==> config.mk <==
export PLATFORM = sky130hd
export DESIGN_NAME = hyst_cmp_top
export DESIGN_NICKNAME = d
export VERILOG_FILES = /design/src/rtl/hyst_cmp_pkg.sv /design/src/rtl/hc_regs.sv /design/src/rtl/hc_avg.sv /design/src/rtl/hc_hyst.sv /design/src/rtl/hyst_cmp_top.sv
export SDC_FILE = /design/constraint.sdc
export NUM_CORES = 1
export LEC_CHECK = 0
export ABC_AREA = 1
export BUFFER_PORTS_ARGS = -buffer_cell sky130_fd_sc_hd__buf_4
export CORE_UTILIZATION = 40
export CTS_BUF_LIST = sky130_fd_sc_hd__clkbuf_16
export DETAILED_ROUTE_END_ITERATION = 7
export GPL_TIMING_DRIVEN = 0
export SLEW_MARGIN = 0
export SYNTH_ARGS = -nofsm -noshare
export SYNTH_HDL_FRONTEND = slang
export SYNTH_SLANG_ARGS = --single-unit
==> constraint.sdc <==
create_clock -name clk_i -period 5.8 [get_ports clk_i]
set_clock_uncertainty 0.15 [all_clocks]
set_input_delay 0.29 -clock clk_i [delete_from_list [all_inputs] [get_ports clk_i]]
set_output_delay 0.29 -clock clk_i [all_outputs]
set_load 0.02 [all_outputs]
==> src/rtl/hyst_cmp_pkg.sv <==
package hyst_cmp_pkg;
  parameter int unsigned DW        = 10;
  parameter int unsigned LOG2_MAX  = 3;
  parameter int unsigned AW        = 3;
  localparam int unsigned MW       = $clog2(LOG2_MAX + 1);
  localparam int unsigned DEPTH    = 1 << LOG2_MAX;
  localparam int unsigned SW       = DW + LOG2_MAX;

  localparam logic [AW-1:0] A_UPPER = AW'(0);
  localparam logic [AW-1:0] A_LOWER = AW'(1);
  localparam logic [AW-1:0] A_CFG   = AW'(2);
  localparam logic [AW-1:0] A_RAW   = AW'(3);
  localparam logic [AW-1:0] A_FILT  = AW'(4);
endpackage

==> src/rtl/hc_regs.sv <==
module hc_regs
  import hyst_cmp_pkg::*;
(
  input  logic          clk_i,
  input  logic          rst_ni,
  input  logic          we_i,
  input  logic [AW-1:0] addr_i,
  input  logic [DW-1:0] wdata_i,
  input  logic [DW-1:0] raw_i,
  input  logic [DW-1:0] filt_i,
  output logic [DW-1:0] upper_o,
  output logic [DW-1:0] lower_o,
  output logic          cfg_wr_o,
  output logic [MW-1:0] mode_eff_o,
  output logic [DW-1:0] rdata_o
);
  logic [MW-1:0] mode_q;

  assign cfg_wr_o   = we_i && (addr_i == A_CFG);
  // a same-cycle write applies to the sample accepted in that cycle
  assign mode_eff_o = cfg_wr_o ? wdata_i[MW-1:0] : mode_q;

  always_ff @(posedge clk_i or negedge rst_ni) begin
    if (!rst_ni) begin
      upper_o <= '0;
      lower_o <= '0;
      mode_q  <= '0;
    end else if (we_i) begin
      if (addr_i == A_UPPER) upper_o <= wdata_i;
      if (addr_i == A_LOWER) lower_o <= wdata_i;
      if (addr_i == A_CFG)   mode_q  <= wdata_i[MW-1:0];
    end
  end

  always_comb begin
    unique case (addr_i)
      A_UPPER: rdata_o = upper_o;
      A_LOWER: rdata_o = lower_o;
      A_CFG:   rdata_o = DW'(mode_q);
      A_RAW:   rdata_o = raw_i;
      A_FILT:  rdata_o = filt_i;
      default: rdata_o = '0;
    endcase
  end
endmodule

==> src/rtl/hc_avg.sv <==
module hc_avg
  import hyst_cmp_pkg::*;
(
  input  logic          clk_i,
  input  logic          rst_ni,
  input  logic          valid_i,
  input  logic [DW-1:0] data_i,
  input  logic          clr_i,
  input  logic [MW-1:0] mode_i,
  output logic [DW-1:0] raw_o,
  output logic [DW-1:0] filt_o,
  output logic [DW-1:0] cmp_val_o
);
  logic [DW-1:0]           hist_q [DEPTH];
  logic [SW-1:0]           sum_q, sum_base, sum_next;
  logic [DW-1:0]           oldest;
  logic [LOG2_MAX-1:0]     tail_idx;

  assign tail_idx = LOG2_MAX'((1 << mode_i) - 1);

  always_comb begin
    sum_base  = clr_i ? '0 : sum_q;
    oldest    = clr_i ? '0 : hist_q[tail_idx];
    sum_next  = sum_base + SW'(data_i) - SW'(oldest);
    cmp_val_o = DW'(sum_next >> mode_i);
  end

  for (genvar i = 0; i < DEPTH; i++) begin : g_hist
    always_ff @(posedge clk_i or negedge rst_ni) begin
      if (!rst_ni)      hist_q[i] <= '0;
      else if (valid_i) begin
        if (i == 0)     hist_q[i] <= data_i;
        else if (clr_i) hist_q[i] <= '0;
        else            hist_q[i] <= hist_q[(i > 0) ? i-1 : 0];
      end else if (clr_i) hist_q[i] <= '0;
    end
  end

  always_ff @(posedge clk_i or negedge rst_ni) begin
    if (!rst_ni) begin
      sum_q  <= '0;
      raw_o  <= '0;
      filt_o <= '0;
    end else if (valid_i) begin
      sum_q  <= sum_next;
      raw_o  <= data_i;
      filt_o <= cmp_val_o;
    end else if (clr_i) begin
      sum_q  <= '0;
    end
  end


  no_overflow_chk: assert property (@(posedge clk_i) disable iff (!rst_ni)
    !clr_i |-> sum_q <= ((SW'(1) << mode_i) * SW'((1 << DW) - 1)));
endmodule

==> src/rtl/hc_hyst.sv <==
module hc_hyst
  import hyst_cmp_pkg::*;
(
  input  logic          clk_i,
  input  logic          rst_ni,
  input  logic          valid_i,
  input  logic [DW-1:0] val_i,
  input  logic [DW-1:0] upper_i,
  input  logic [DW-1:0] lower_i,
  output logic          cmp_o
);
  always_ff @(posedge clk_i or negedge rst_ni) begin
    if (!rst_ni) cmp_o <= 1'b0;
    else if (valid_i) begin
      if (val_i > upper_i)      cmp_o <= 1'b1;
      else if (val_i < lower_i) cmp_o <= 1'b0;
    end
  end


  rise_chk: assert property (@(posedge clk_i) disable iff (!rst_ni)
    valid_i && (val_i > upper_i) |=> cmp_o);

  fall_chk: assert property (@(posedge clk_i) disable iff (!rst_ni)
    valid_i && (val_i < lower_i) && !(val_i > upper_i) |=> !cmp_o);

  band_hold_chk: assert property (@(posedge clk_i) disable iff (!rst_ni)
    valid_i && !(val_i > upper_i) && !(val_i < lower_i) |=> $stable(cmp_o));

  idle_hold_chk: assert property (@(posedge clk_i) disable iff (!rst_ni)
    !valid_i |=> $stable(cmp_o));
endmodule

==> src/rtl/hyst_cmp_top.sv <==
module hyst_cmp_top
  import hyst_cmp_pkg::*;
(
  input  logic          clk_i,
  input  logic          rst_ni,
  input  logic          smp_valid_i,
  input  logic [DW-1:0] smp_data_i,
  input  logic          reg_we_i,
  input  logic [AW-1:0] reg_addr_i,
  input  logic [DW-1:0] reg_wdata_i,
  output logic [DW-1:0] reg_rdata_o,
  output logic          cmp_o
);
  logic [DW-1:0] upper, lower, raw, filt, cmp_val;
  logic          cfg_wr;
  logic [MW-1:0] mode_eff;

  hc_regs u_regs (
    .clk_i, .rst_ni,
    .we_i(reg_we_i), .addr_i(reg_addr_i), .wdata_i(reg_wdata_i),
    .raw_i(raw), .filt_i(filt),
    .upper_o(upper), .lower_o(lower),
    .cfg_wr_o(cfg_wr), .mode_eff_o(mode_eff), .rdata_o(reg_rdata_o)
  );

  hc_avg u_avg (
    .clk_i, .rst_ni,
    .valid_i(smp_valid_i), .data_i(smp_data_i),
    .clr_i(cfg_wr), .mode_i(mode_eff),
    .raw_o(raw), .filt_o(filt), .cmp_val_o(cmp_val)
  );

  hc_hyst u_hyst (
    .clk_i, .rst_ni,
    .valid_i(smp_valid_i), .val_i(cmp_val),
    .upper_i(upper), .lower_i(lower), .cmp_o
  );


  raw_capture_chk: assert property (@(posedge clk_i) disable iff (!rst_ni)
    smp_valid_i |=> raw == $past(smp_data_i));

  raw_idle_chk: assert property (@(posedge clk_i) disable iff (!rst_ni)
    !smp_valid_i |=> $stable(raw));
endmodule

==> impl.org, run 1 <==
** Yosys
- Summing the areas of all fa, ha and maj instances in the mapped netlist gives 8.01% of the synthesized area.
- The commonest cells after synthesis are 210 x sky130_fd_sc_hd__nand2_1, 152 x sky130_fd_sc_hd__nand3_1, 136 x sky130_fd_sc_hd__dfrtp_1.
- #FFs+latches synth :: 136
- The most common cell in the synthesized netlist is sky130_fd_sc_hd__nand2_1.
- Post-synth EDFFs :: 0
- For this run, asynchronously set or reset flops after synthesis account for 100%.
- After synthesis, the cell types taking the most area are sky130_fd_sc_hd__dfrtp_1 45%, sky130_fd_sc_hd__nand2_1 11%, sky130_fd_sc_hd__nand3_1 10%.
- Fraction of the mapped netlist area in compound gates :: 14.6%
- Of the total synthesized cell area, the portion taken by XOR and XNOR cells is 0.467%.
- Simple-Gate Fraction of Synth Area :: 23.9%
- Fraction of the yosys area taken by sequential cells :: 45.4%
- Count of distinct cell types in the synthesized netlist :: 50
- The most used flip-flop cell after synthesis is sky130_fd_sc_hd__dfrtp_1.
- During synthesis, Yosys emitted a total of 0 warnings.
- Main combinational cell family by area after synthesis :: simple AND/OR/NAND/NOR gates
- Gate count after technology mapping :: 921
- Syn Nets :: 990
- The cell area that synthesis handed to floorplanning was 0.00749 mm².
- Multiplexer area fraction after synthesis :: 0%
- After synthesis, the largest area contributor takes up 45.4% of total cell area.
- Cell type with the largest total area after synthesis :: sky130_fd_sc_hd__dfrtp_1
- Dividing the synthesized area by the synthesized cell count gives 8.14 µm².

** Global route
- The first global-routing pass estimated 36600 µm of wire.
- The number of antenna violations at the first check in global routing was 0.
- Number of global-route vias before repair :: 6661
- Summed over all layers, the global routing overflow is 0.
- Entering global routing, the biggest net connects 96 pins.
- For this run, the total global-route usage over all layers was measured as 24.9%.

** Worst setup path
- Cell count along the critical path :: 21
- Along the worst path, the maximum fanout reaches 10.
- In this design, the stage delay of the slowest critical-path cell is 520 ps.
- Cell family contributing the most delay on the critical path :: compound AO/OA/AOI/OAI gates
- Worst-path cell with the longest stage delay :: sky130_fd_sc_hd__clkbuf_1
- Worst Path Required :: 5950 ps
- STA classifies the critical path endpoint as a flop.
- Reg-to-reg setup timing slack :: 620 ps
- Traced cell by cell, the critical path runs through inv_1 > nand2_1 > o21ai_4 > clkbuf_1 > nand3_1 > o211ai_1 > fa_1 > ha_1 > a21oi_1 > nor2_1 > a211oi_1 > nand3_1 > nand3_1 > nand2_1 > a31oi_1 > ha_1 > nand2_1 > nor2_1 > nand3_1 > o311ai_0 > nand2_1.
- WS Path Type :: reg -> reg
- STA classifies the critical path startpoint as a flop.
- The worst register-to-register path begins at u_regs.mode_q[1].
- Measured in cells, the most critical reg-to-reg path has a length of 21.
- The number of buffers and inverters on the critical path is 2.
- Worst Path Arrival :: 5330 ps
- Worst R2R End :: u_hyst.cmp_o

** Power and ir drop
- Switching power total :: 2.03 mW
- The internal power of the cells totals 2.64 mW.
- Total power per unit cell area :: 532 mW/mm²
- Per report_power, the combinational group accounts for 50.5% of the total.
- Peak supply drop :: 214 µV
- The clock network accounts for 22.9% of the total power.
- Sequential share of power :: 26.5%
- Of the total power, the share spent switching nets is 43.4%.
- The analysis attributes to cell leakage a power of 4.26 nW.

** Timing
- Least setup slack across all paths after layout :: 616 ps
- Clock period minus final worst setup slack :: 5180 ps
- In the finished design, the share of the clock period the worst path needs comes to 89.4%.
- Post-Route Hold Slack :: -4.90 ps
- Setup violations remaining at the end of the flow were counted as 0.
- The count of final max-slew check failures is 0.
- Based on the critical path, the design can be clocked at up to 193 MHz.
- For the pin with the worst max-slew slack, the measured transition is 832 ps.
- After routing, the total negative slack on setup checks comes to 0 ps.
- Headroom to the max-slew limit came out at 44.5%.
- Final number of hold-violating endpoints :: 1
- RSZ-0062 raised after global routing :: no

** Place
- Pre-CTS setup slack :: 269 ps
- Port-buffer cells :: 36
- Placed Instance Area :: 0.00808 mm²
- At the end of routability-driven placement, the weighted congestion stood at 0.845.
- Once placement completed, the tool counted placed cells totaling 1187.
- Detailed placement ended at an HPWL of 16500 µm.

** Finish
- For this run, the number of standard cells in the final layout without fillers is 1230.
- The repair_antennas step left the layout with diodes totalling 0.
- Relative to the synthesized area, the layout overhead comes to 17.0%.
- Once layout is complete, the utilization of the core stands at 48.3%.
- Final Cell Area :: 0.00877 mm²
- Share of cells above drive strength 1 :: 9.59%
- Number of nets in the finished design :: 1057

** Die
- The core region is 0.0181 mm².
- Initial core utilization :: 41.3%
- The die covers 0.0193 mm².
- 38 I/O pins were placed.
- The die is 139 µm wide.
- Num rows :: 49
- Vertical extent of the die :: 139 µm

** Detailed routing
- Across all layers, the routed design uses 6771 vias.
- Vias per inst :: 5.50
- Post-detailed-route wirelength per cell :: 18.3 µm
- Post-detailed-routing wire length :: 22500 µm
- Antenna-violating nets left :: 0
- Remaining DRCs :: 0
- Pre-antenna DRT Iters :: 5
- The detailed router finished its first iteration with 573 violations.

** Clock network
- Clock root buffer master :: sky130_fd_sc_hd__clkbuf_16
- TritonCTS built the clock tree.
- The number of gates resized after CTS was 0.
- No sink is reached through more buffers than the 2 on the longest clock path.
- After clock tree synthesis, the clock-pin slew on the worst setup and hold paths is 60 ps.
- After clock tree synthesis, the flow added hold-fix buffers numbering 11.
- Maximum level of the CTS H-tree :: 4
- TritonCTS Buffers :: 17
- CTS saw 136 sinks.
- Post CTS Setup Buffer Count :: 0
- For the worst-skew pair, the clock arrives at the later sink with an insertion delay of 430 ps.

** Hold path
- Path category of the worst min-delay check :: in -> reg
- Hold path endpoint :: u_avg.raw_o[6]
- The worst hold path passes through 3 cells.
- Source of the worst hold timing path :: smp_data_i[6]

** Job
- Across the run, the number of max-cap violations was 0.

** Status
- Failing checks :: hold timing
- The flow ran to the end, but the final reports show violations.
-- cells in the final DEF (no fill, tap or decap), types with 3 or more instances in the layout --
cell / instances
sky130_fd_sc_hd__o22ai_1: 5
sky130_fd_sc_hd__nor2_1: 19
sky130_fd_sc_hd__clkbuf_1: 24
sky130_fd_sc_hd__clkinv_4: 4
sky130_fd_sc_hd__dfrtp_1: 136
sky130_fd_sc_hd__a21oi_1: 31
sky130_fd_sc_hd__o31ai_1: 3
sky130_fd_sc_hd__o21ai_2: 3
sky130_fd_sc_hd__o21ai_0: 120
sky130_fd_sc_hd__a31oi_1: 4
sky130_fd_sc_hd__buf_6: 3
sky130_fd_sc_hd__fa_1: 10
sky130_fd_sc_hd__ha_1: 32
sky130_fd_sc_hd__buf_1: 16
sky130_fd_sc_hd__inv_6: 3
sky130_fd_sc_hd__nand3_1: 152
sky130_fd_sc_hd__clkbuf_16: 17
sky130_fd_sc_hd__o211ai_1: 8
sky130_fd_sc_hd__nand2_1: 210
sky130_fd_sc_hd__and2_1: 6
sky130_fd_sc_hd__buf_2: 7
sky130_fd_sc_hd__buf_4: 36
sky130_fd_sc_hd__inv_1: 90
sky130_fd_sc_hd__clkinv_1: 4
sky130_fd_sc_hd__dlygate4sd3_1: 11
sky130_fd_sc_hd__nand4_1: 3
-- routing by layer --
metal	share of wire, %	vias to the layer above	GRT usage [%]
li1	-	3233	-
met3	6.1	35	5.46
met2	45	214	37.8
met5	0	-	0
met1	46	3289	35.2
met4	2.4	0	8.25
-- registers in the layout (all words and copies together), names as in the netlist --
name            count
u_regs.mode_q       2
u_avg.filt_o       10
u_avg.sum_q        13
u_regs.lower_o     10
u_avg.hist_q       80
u_avg.raw_o        10
u_regs.upper_o     10
u_hyst.cmp_o        1
-- logic make-up after synthesis --
| group | after synthesis |
|---|---|
| AND/OR/NAND/NOR | 403 |
| AO/OA/AOI/OAI | 192 |
| buffers and inverters | 144 |
| flip-flops | 136 |
| adder cells (fa/ha/maj) | 42 |
| XOR/XNOR | 4 |
-- worst register-to-register path, cell delays in order, from the launching register on --
cell	delay [ps]
sky130_fd_sc_hd__dfrtp_1	430
sky130_fd_sc_hd__inv_1	80
sky130_fd_sc_hd__nand2_1	80
sky130_fd_sc_hd__o21ai_4	160
sky130_fd_sc_hd__clkbuf_1	520
sky130_fd_sc_hd__nand3_1	140
sky130_fd_sc_hd__o211ai_1	220
sky130_fd_sc_hd__fa_1	500
sky130_fd_sc_hd__ha_1	380
sky130_fd_sc_hd__a21oi_1	320
sky130_fd_sc_hd__nor2_1	70
sky130_fd_sc_hd__a211oi_1	260
sky130_fd_sc_hd__nand3_1	150
sky130_fd_sc_hd__nand3_1	110
sky130_fd_sc_hd__nand2_1	70
sky130_fd_sc_hd__a31oi_1	320
sky130_fd_sc_hd__ha_1	210
sky130_fd_sc_hd__nand2_1	70
sky130_fd_sc_hd__nor2_1	190
sky130_fd_sc_hd__nand3_1	100
sky130_fd_sc_hd__o311ai_0	430
sky130_fd_sc_hd__nand2_1	90
-- area by class of cell --
class / instances / area [µm²]
fillers: 1804 / 9380
multi-input cells: 641 / 3520
flip-flops and latches: 136 / 3400
clock buffers: 17 / 425
repair buffers: 48 / 412
inverters: 94 / 355
well taps: 229 / 287
plain buffers: 50 / 215
clock inverters: 15 / 153
-- per-stage QoR --
step	hold WS [ps]	power, mW
6_report	-4.90	4.66
3_3_place_gp	317	3.51
3_5_place_dp	87.2	3.54
5_1_grt	12.7	5.07
2_1_floorplan	-156	2.96
4_1_cts	4.11	4.64
-- worst max-delay path by stage --
stage | start | endpoint | slack (ps)
after floorplan | reg_addr_i[2] | u_hyst.cmp_o | 1270
after global placement | reg_addr_i[0] | u_hyst.cmp_o | 290
after detailed placement | reg_addr_i[0] | u_hyst.cmp_o | 270
after CTS | u_regs.mode_q[1] | u_hyst.cmp_o | 680
after global routing | reg_addr_i[0] | u_hyst.cmp_o | 180
final | u_regs.mode_q[1] | u_hyst.cmp_o | 620
-- power by group through the flow --
stage / Sequential, mW / Clock [mW] / Combinational (mW)
6_report: 1.24 / 1.07 / 2.36
3_3_place_gp: 1.25 / 0 / 2.26
5_1_grt: 1.26 / 1.12 / 2.69
4_1_cts: 1.23 / 1.08 / 2.33
3_5_place_dp: 1.25 / 0 / 2.29
2_1_floorplan: 1.22 / 0 / 1.73
(Power assumes the default switching activity.)
==> inputs of run 2 (changes only) <==
==> constraint.sdc (replaced) <==
create_clock -name clk_i -period 5.8 [get_ports clk_i]
set_clock_uncertainty 0.15 [all_clocks]
set_input_delay 0.87 -clock clk_i [delete_from_list [all_inputs] [get_ports clk_i]]
set_output_delay 0.87 -clock clk_i [all_outputs]
set_load 0.02 [all_outputs]
==> run 2 against run 1 <==
  * Flip-flop and latch count is the same
  * Global-route usage shrank 0.11 points
  * The flow now finishes without violations
  * Clock power is essentially flat
  * Critical endpoint unchanged
  * Via count shrank 0.30%
  * Die area is the same
  * Sequential power is essentially flat
==> impl.org, run 2 (synthesis results as in run 1) <==
** Status
- The run finished with clean final reports.

** Clock network
- Maximum level of the CTS H-tree :: 4
- The later pin in the worst-skew pair is clocked with a latency of 420 ps.
- Clock root buffer master :: sky130_fd_sc_hd__clkbuf_16
- Clock tree synthesis inserted a total of 17 buffers.
- TritonCTS built the clock tree.
- Clock-pin slew was measured on the worst setup and hold paths at 60 ps.
- Longest Clk Path Bufs :: 2
- Number of sinks driven by the clock tree :: 136

** Global route
- Congestion Overflow GR :: 0
- Global-route usage over all layers :: 24.8%
- The number of global-route vias before repair was 6589.
- Largest net degree at the start of global routing :: 96
- The first global-routing pass estimated 36400 µm of wire.
- The number of antenna violations at the first check in global routing is 0.

** Die
- In this run the core area contains 49 standard-cell rows.
- Top-level I/O count :: 38
- The region available for standard cell placement spans 0.0181 mm².
- Initial core utilization :: 41.3%
- The floorplan step defined a die boundary enclosing 0.0193 mm².
- Die Wd :: 139 µm
- From bottom edge to top edge, the die measures 139 µm.

** Finish
- Number of nets in the finished design :: 1054
- Largest registers ranked by flip-flop count :: u_avg.hist_q: 80 flops, u_avg.sum_q: 13 flops
- Summing all multi-input logic gate instances after layout gives 0.00355 mm².
- Max FFs per register :: 80
- Register with the highest flop count :: u_avg.hist_q
- Leaving out fill and tap cells, the most frequent cell in the layout is sky130_fd_sc_hd__nand2_1.
- In the layout the commonest cells are 210 x sky130_fd_sc_hd__nand2_1, 152 x sky130_fd_sc_hd__nand3_1, 136 x sky130_fd_sc_hd__dfrtp_1.
- Antenna diodes :: 0
- Area of all sequential standard cells :: 0.00340 mm²
- Share of cells above drive strength 1 :: 11.0%
- Area delta synth->final :: 16.9%
- The filler cells instantiated in the layout total 1808.

** Detailed routing
- In the routed layout, each cell is associated on average with a via count of 5.50.
- The first routing iteration left 538 violations.
- After detailed routing, the number of remaining DRC violations is 0.
- In this run the remaining antenna-violating nets after routing total 0.
- Pre-antenna DRT Iters :: 5
- Dividing the detail-routed wire length by the instance count gives 18.3 µm.
- The routed layout has 6751 vias.
- Post-detailed-routing wire length :: 22500 µm

** Worst setup path
- Number of cell instances on the worst register-to-register path :: 26
- STA classifies the critical path startpoint as a primary input.
- The startpoint identified for the worst register-to-register timing path is u_regs.mode_q[1].
- Reg-to-reg setup timing slack :: 870 ps
- By instance count, the cell type seen most on the critical path is sky130_fd_sc_hd__nand2_1.
- Highest fanout seen on the critical path :: 10
- The setup path with the least slack is of type in -> reg.
- Worst-path cell with the longest stage delay :: sky130_fd_sc_hd__fa_1
- At the worst endpoint, the arrival time is 5650 ps.
- Worst R2R End :: u_hyst.cmp_o
- At the worst endpoint, the required time is 5950 ps.
- In this design, the stage delay of the slowest critical-path cell is 500 ps.
- STA classifies the critical path endpoint as a flop.

** Place
- Pre-CTS setup slack :: -311 ps
- Detailed-placement wirelength estimate :: 16500 µm
- The congestion estimate from routability-driven global placement came to 0.845.
- In this run the tool buffered the top-level ports with 36 buffer cells.

** Power and ir drop
- Static Leakage :: 4.27 nW
- Across the VDD grid, the largest voltage drop is 213 µV.
- Post-layout total power :: 4.69 mW
- Total power per unit cell area :: 536 mW/mm²

** Timing
- Hold timing on the final database bottoms out at a slack of 217 ps.
- At the pin with the least slew margin, the transition time is 785 ps.
- Rel. slew slack :: 47.7%
- Final number of hold-violating endpoints :: 0
- Number of failing setup endpoints in the final timing report :: 0
- The final critical path takes up 94.7% of the cycle.
- Number of slew-limit violations in the final report :: 0
- For the finished layout, the period the worst path requires is 5500 ps.
- Fmax :: 182 MHz
- RSZ-0062 raised after global routing :: no
- Summed over all failing endpoints, the final setup total negative slack is 0 ps.
- Least setup slack across all paths after layout :: 305 ps

** Hold path
- Path category of the worst min-delay check :: in -> async

** Job
- Max-cap violations in this run came to 0.
-- run 2: final cells by class --
cell class              instances  area share [%]
repair buffers                 46            4.21
clock inverters                15            1.74
flip-flops and latches        136            38.9
multi-input cells             641            40.5
plain buffers                  49            2.47
inverters                      94            4.06
well taps                     229            3.27
clock buffers                  17            4.86
-- run 2: critical path: cells and delay by family --
kind	cells	cell delay, ps
AND/OR/NAND/NOR	13	1510
XOR/XNOR	1	300
adder cells (fa/ha/maj)	3	1140
buffers and inverters	6	710
AO/OA/AOI/OAI	7	1110
-- run 2: worst max-delay path by stage --
| stage | endpoint | startpoint |
|---|---|---|
| after CTS | u_hyst.cmp_o | reg_addr_i[0] |
| after floorplan | u_hyst.cmp_o | reg_addr_i[2] |
| final | u_hyst.cmp_o | reg_addr_i[2] |
| after global placement | u_hyst.cmp_o | reg_addr_i[0] |
| after global routing | u_hyst.cmp_o | reg_addr_i[0] |
| after detailed placement | u_hyst.cmp_o | reg_addr_i[0] |
-- run 2: repair_timing --
item                                    4_1_cts  5_1_grt
hold buffers                                  0        0
gates resized for setup                       0       14
endpoints found under the setup margin        0        1
setup buffers                                 0        9
hold endpoints to repair                      0        0
-- run 2: metrics by stage --
stage	cells	area, µm²	util [%]
final	1227	8760	48.3
after CTS	1219	8660	47.7
after global placement	1186	8050	44.4
after detailed placement	1187	8080	44.5
after global routing	1227	8760	48.3
after floorplan	921	7490	-
-- run 2: metal layers --
metal  GRT usage [%]  wire, µm
met1            35.1     10500
met4            8.25       541
met3            5.46      1420
met2            37.5     10100
met5               0         0
-- run 2: power breakdown --
| part | internal, mW | switching [mW] | total [mW] | leakage, nW |
|---|---|---|---|---|
| Clock | 0.633 | 0.438 | 1.07 | 0.277 |
| Combinational | 0.878 | 1.50 | 2.38 | 2.25 |
| Sequential | 1.14 | 0.0969 | 1.24 | 1.74 |
| Total | 2.65 | 2.04 | 4.69 | 4.27 |
==> inputs of run 3 (changes only) <==
SYNTH_HIERARCHICAL = 1   (was unset)
==> run 3 against run 2 <==
  * Clock power grew 4%
  * Register-to-register slack better by 170 ps
  * Combinational power is 8% higher
  * Final cell count is 8.6% higher
  * Fmax is 2.2% higher
  * Synthesized cell count increased by 8.9%
  * Non-clock buffer count grew 3
  * Flip-flop and latch count is the same
  * Count of clock-buffer cells in the layout unchanged
  * Sequential power hardly changed
  * Area after synthesis up 4.6%
  * Largest cell class unchanged
==> impl.org, run 3 <==
** Yosys
- Predominant post-synthesis flop cell :: sky130_fd_sc_hd__dfrtp_1
- Counting instances in the post-synthesis netlist gives the leading cell types as 274 x sky130_fd_sc_hd__nand2_1, 150 x sky130_fd_sc_hd__nand3_1, 136 x sky130_fd_sc_hd__dfrtp_1.
- The number of different library cells used by synthesis comes to 37.
- Counting flops with a built-in enable in the synthesized netlist gives 0.
- Fraction of the yosys area taken by sequential cells :: 43.4%
- After synthesis, the cell types taking the most area are sky130_fd_sc_hd__dfrtp_1 43%, sky130_fd_sc_hd__nand2_1 13%, sky130_fd_sc_hd__nand3_1 9.6%.
- The cell count after synthesis came out at 1003.
- Combined area of all synthesized cells :: 0.00784 mm²
- Synthesis inferred 136 register bits.
- Summed over its instances, the top area cell type makes up 43.4% of the synthesized netlist area.
- In the post-synthesis netlist, the cell with the most instances is sky130_fd_sc_hd__nand2_1.
- Count of warnings emitted by yosys :: 6
- Post-synthesis async set-or-reset flop share :: 100%
- Synthesized area divided by synthesized cell count :: 7.81 µm²
- Cell type with the largest total area after synthesis :: sky130_fd_sc_hd__dfrtp_1
- Syn Nets :: 1072

** Clock network
- Worst-skew pair later-pin latency :: 440 ps
- The clock tree synthesis step divided the H-tree into 4 levels.
- Buffers inserted during clock tree synthesis total 17.
- Number of sinks driven by the clock tree :: 136
- CTS placed an instance of sky130_fd_sc_hd__clkbuf_16 at the clock tree root.
- Clock-pin transition on the worst setup and hold timing paths :: 80 ps
- The longest clock path from root to sink contains 2 buffers.
- CTS tree :: yes
- Post-CTS Hold Fix Bufs :: 0

** Finish
- Area of all sequential standard cells :: 0.00340 mm²
- Most common cell after layout, fill and taps aside :: sky130_fd_sc_hd__nand2_1
- Total of fill cells in the finished design :: 1883
- Of the cells placed in the final design, the portion with a size suffix greater than 1 is 11.6%.
- Leaving out fill and tap cells, the most frequent cells in the layout are 274 x sky130_fd_sc_hd__nand2_1, 150 x sky130_fd_sc_hd__nand3_1, 136 x sky130_fd_sc_hd__dfrtp_1.
- Area delta synth->final :: 16.0%
- Final Cell Area :: 0.00909 mm²
- The number of antenna diodes in the final layout is 0.
- Largest registers ranked by flip-flop count :: u_avg/hist_q: 80 flops, u_avg/sum_q: 13 flops
- The register with the most flip-flops in the layout has 80 of them.
- Number of nets in the finished design :: 1128
- Multi-input gate area :: 0.00368 mm²
- Register with the highest flop count :: u_avg/hist_q

** Worst setup path
- The cell family contributing the most delay on the critical path is simple AND/OR/NAND/NOR gates.
- The worst setup path is captured at a flop.
- Across all register-to-register paths, the minimum setup slack is 1040 ps.
- Worst R2R End :: u_hyst/cmp_o
- Together, buffers and inverters on the worst path number 6.
- Of all nets on the critical path, the largest fanout is 10.
- Worst Path Arrival :: 5560 ps
- The slowest stage of the critical path is the sky130_fd_sc_hd__fa_1 cell.
- Worst Setup Start Kind :: primary input
- Measured in cells, the most critical reg-to-reg path has a length of 27.
- The critical path is of the in -> reg type.
- In this design, the stage delay of the slowest critical-path cell is 540 ps.
- Worst Path Required :: 5980 ps
- The worst register-to-register path begins at u_regs/mode_q[1].
- By instance count, the cell type seen most on the critical path is sky130_fd_sc_hd__nand2_1.

** Timing
- Pin slew with the least headroom to its limit :: 715 ps
- Setup repair after global routing left no endpoint under its margin.
- Setup violations remaining at the end of the flow were counted as 0.
- The hold violation count in the final report is 0.
- The worst path uses 92.7% of the clock period.
- Fmax :: 186 MHz
- The count of final max-slew check failures was 0.
- Final hold analysis gives a worst-case slack of 249 ps.
- Counting I/O delays and the setup requirement, the final critical path takes 5380 ps.
- Rel. slew slack :: 52.3%

** Power and ir drop
- For this design the ratio of total power to cell area is 540 mW/mm².
- In this run the static leakage power is 4.62 nW.
- Overall power consumption after layout is estimated at 4.91 mW.
- Peak supply drop :: 220 µV

** Global route
- The number of antenna violations at the first check in global routing came to 0.
- met1 is the most crowded layer.
- For met2 alone, demand over resource in global routing was 35.4%.
- Grt met1 use :: 37.1%
- The total overflow left after global routing is 0.
- Global-route wire length before repair :: 36800 µm
- Largest net degree at the start of global routing :: 71
- Global routing used 4.44% of the available met3 tracks.
- Number of global-route vias before repair :: 6717
- For this run, the total global-route usage over all layers was measured as 24.3%.

** Job
- Across the run, the number of max-cap violations was 0.

** Detailed routing
- The final route contains 7044 vias.
- For this block, the initial DRC count from the detailed router was 642.
- After detailed routing, the total wire length is 22900 µm.
- Post-detailed-route wirelength per cell :: 17.2 µm
- Once detail routing completed, the nets flagged for antenna violations numbered 0.
- Vias per inst :: 5.29
- Pre-antenna DRT Iters :: 6
- In the routed design, unresolved DRC markers number 0.

** Hold path
- In this run the worst hold path is classified as in -> async.

** Place
- Port-buffer cells :: 36
- Detailed-placement wirelength estimate :: 17200 µm
- Final GP Congestion :: 0.858
- The placed instances occupy a cell area of 0.00846 mm².

** Die
- The floorplan has 50 rows.
- The initial utilization of the core area, before any placement, comes to 41.3%.
- Core Footprint :: 0.0190 mm²
- Overall die area :: 0.0202 mm²
- From left edge to right edge, the die measures 142 µm.
- For this design the top-level I/O count stands at 38.
- Vertical extent of the die :: 142 µm

** Status
- Run status :: complete, no violations
## run 3: changes by cell type after synthesis, sizes merged, moves of 4 or more
cell    delta
o21ai     -38
a21oi      -6
inv       +31
clkbuf     +7
o31ai     +15
nand4     +19
o211ai     -4
o22ai      -4
a31oi      -4
nand2     +67
buf        +4
## run 3: logic make-up after synthesis
kind of cell | after synthesis | synth area share [%]
buffers and inverters | 185 | 9.80
xor gates and xnor gates | 6 | 0.670
and+or+nand+nor | 489 | 27.4
DFF | 136 | 43.4
adders and majority gates | 42 | 7.66
AOI/OAI and AO/OA | 145 | 11.0
## run 3: metal layers
metal,vias to the layer above,share of wire (%)
met3,20,5.6
met5,-,0
met1,3400,50
met2,220,43
met4,0,1.1
li1,3404,-
## run 3: where the power goes
| group | leakage, nW | internal (mW) | switching (mW) |
|---|---|---|---|
| Sequential | 1.74 | 1.14 | 0.102 |
| Combinational | 2.57 | 0.929 | 1.63 |
| Clock | 0.300 | 0.587 | 0.521 |
| Total | 4.62 | 2.66 | 2.26 |
## run 3: cell type report
cell class | count | area share (%)
Timing Repair Buffer | 37 | 3.32
Tap cell | 260 | 3.58
Clock buffer | 17 | 4.68
Multi-Input combinational cell | 682 | 40.4
Inverter | 124 | 5.12
Buffer | 61 | 3.34
Sequential cell | 136 | 37.4
Clock inverter | 15 | 2.13
## run 3: how the worst max path moves through the flow
stage / startpoint / to / cells past startpoint
floorplan: reg_addr_i[1] / u_hyst/cmp_o / 26
global placement: reg_addr_i[2] / u_hyst/cmp_o / 27
detailed placement: reg_addr_i[2] / u_hyst/cmp_o / 27
CTS: reg_addr_i[2] / u_hyst/cmp_o / 27
global route: reg_addr_i[2] / u_hyst/cmp_o / 29
finish: reg_addr_i[2] / u_hyst/cmp_o / 31
## run 3: through the flow
stage               setup TNS, ps  util [%]  setup slack [ps]  std cells
floorplan                       0         -               845       1003
global route                    0      48.0              20.0       1332
CTS                             0      47.9               212       1332
global placement             -451      44.5              -451       1299
detailed placement           -492      44.7              -492       1300
finish                          0      48.0               424       1332
## run 3: timing repair
| item | in CTS | in global routing |
|---|---|---|
| buffers inserted | 0 | 0 |
| cloned | 0 | 0 |
| setup endpoints to repair | 1 | 1 |
| gates resized for setup | 1 | 4 |
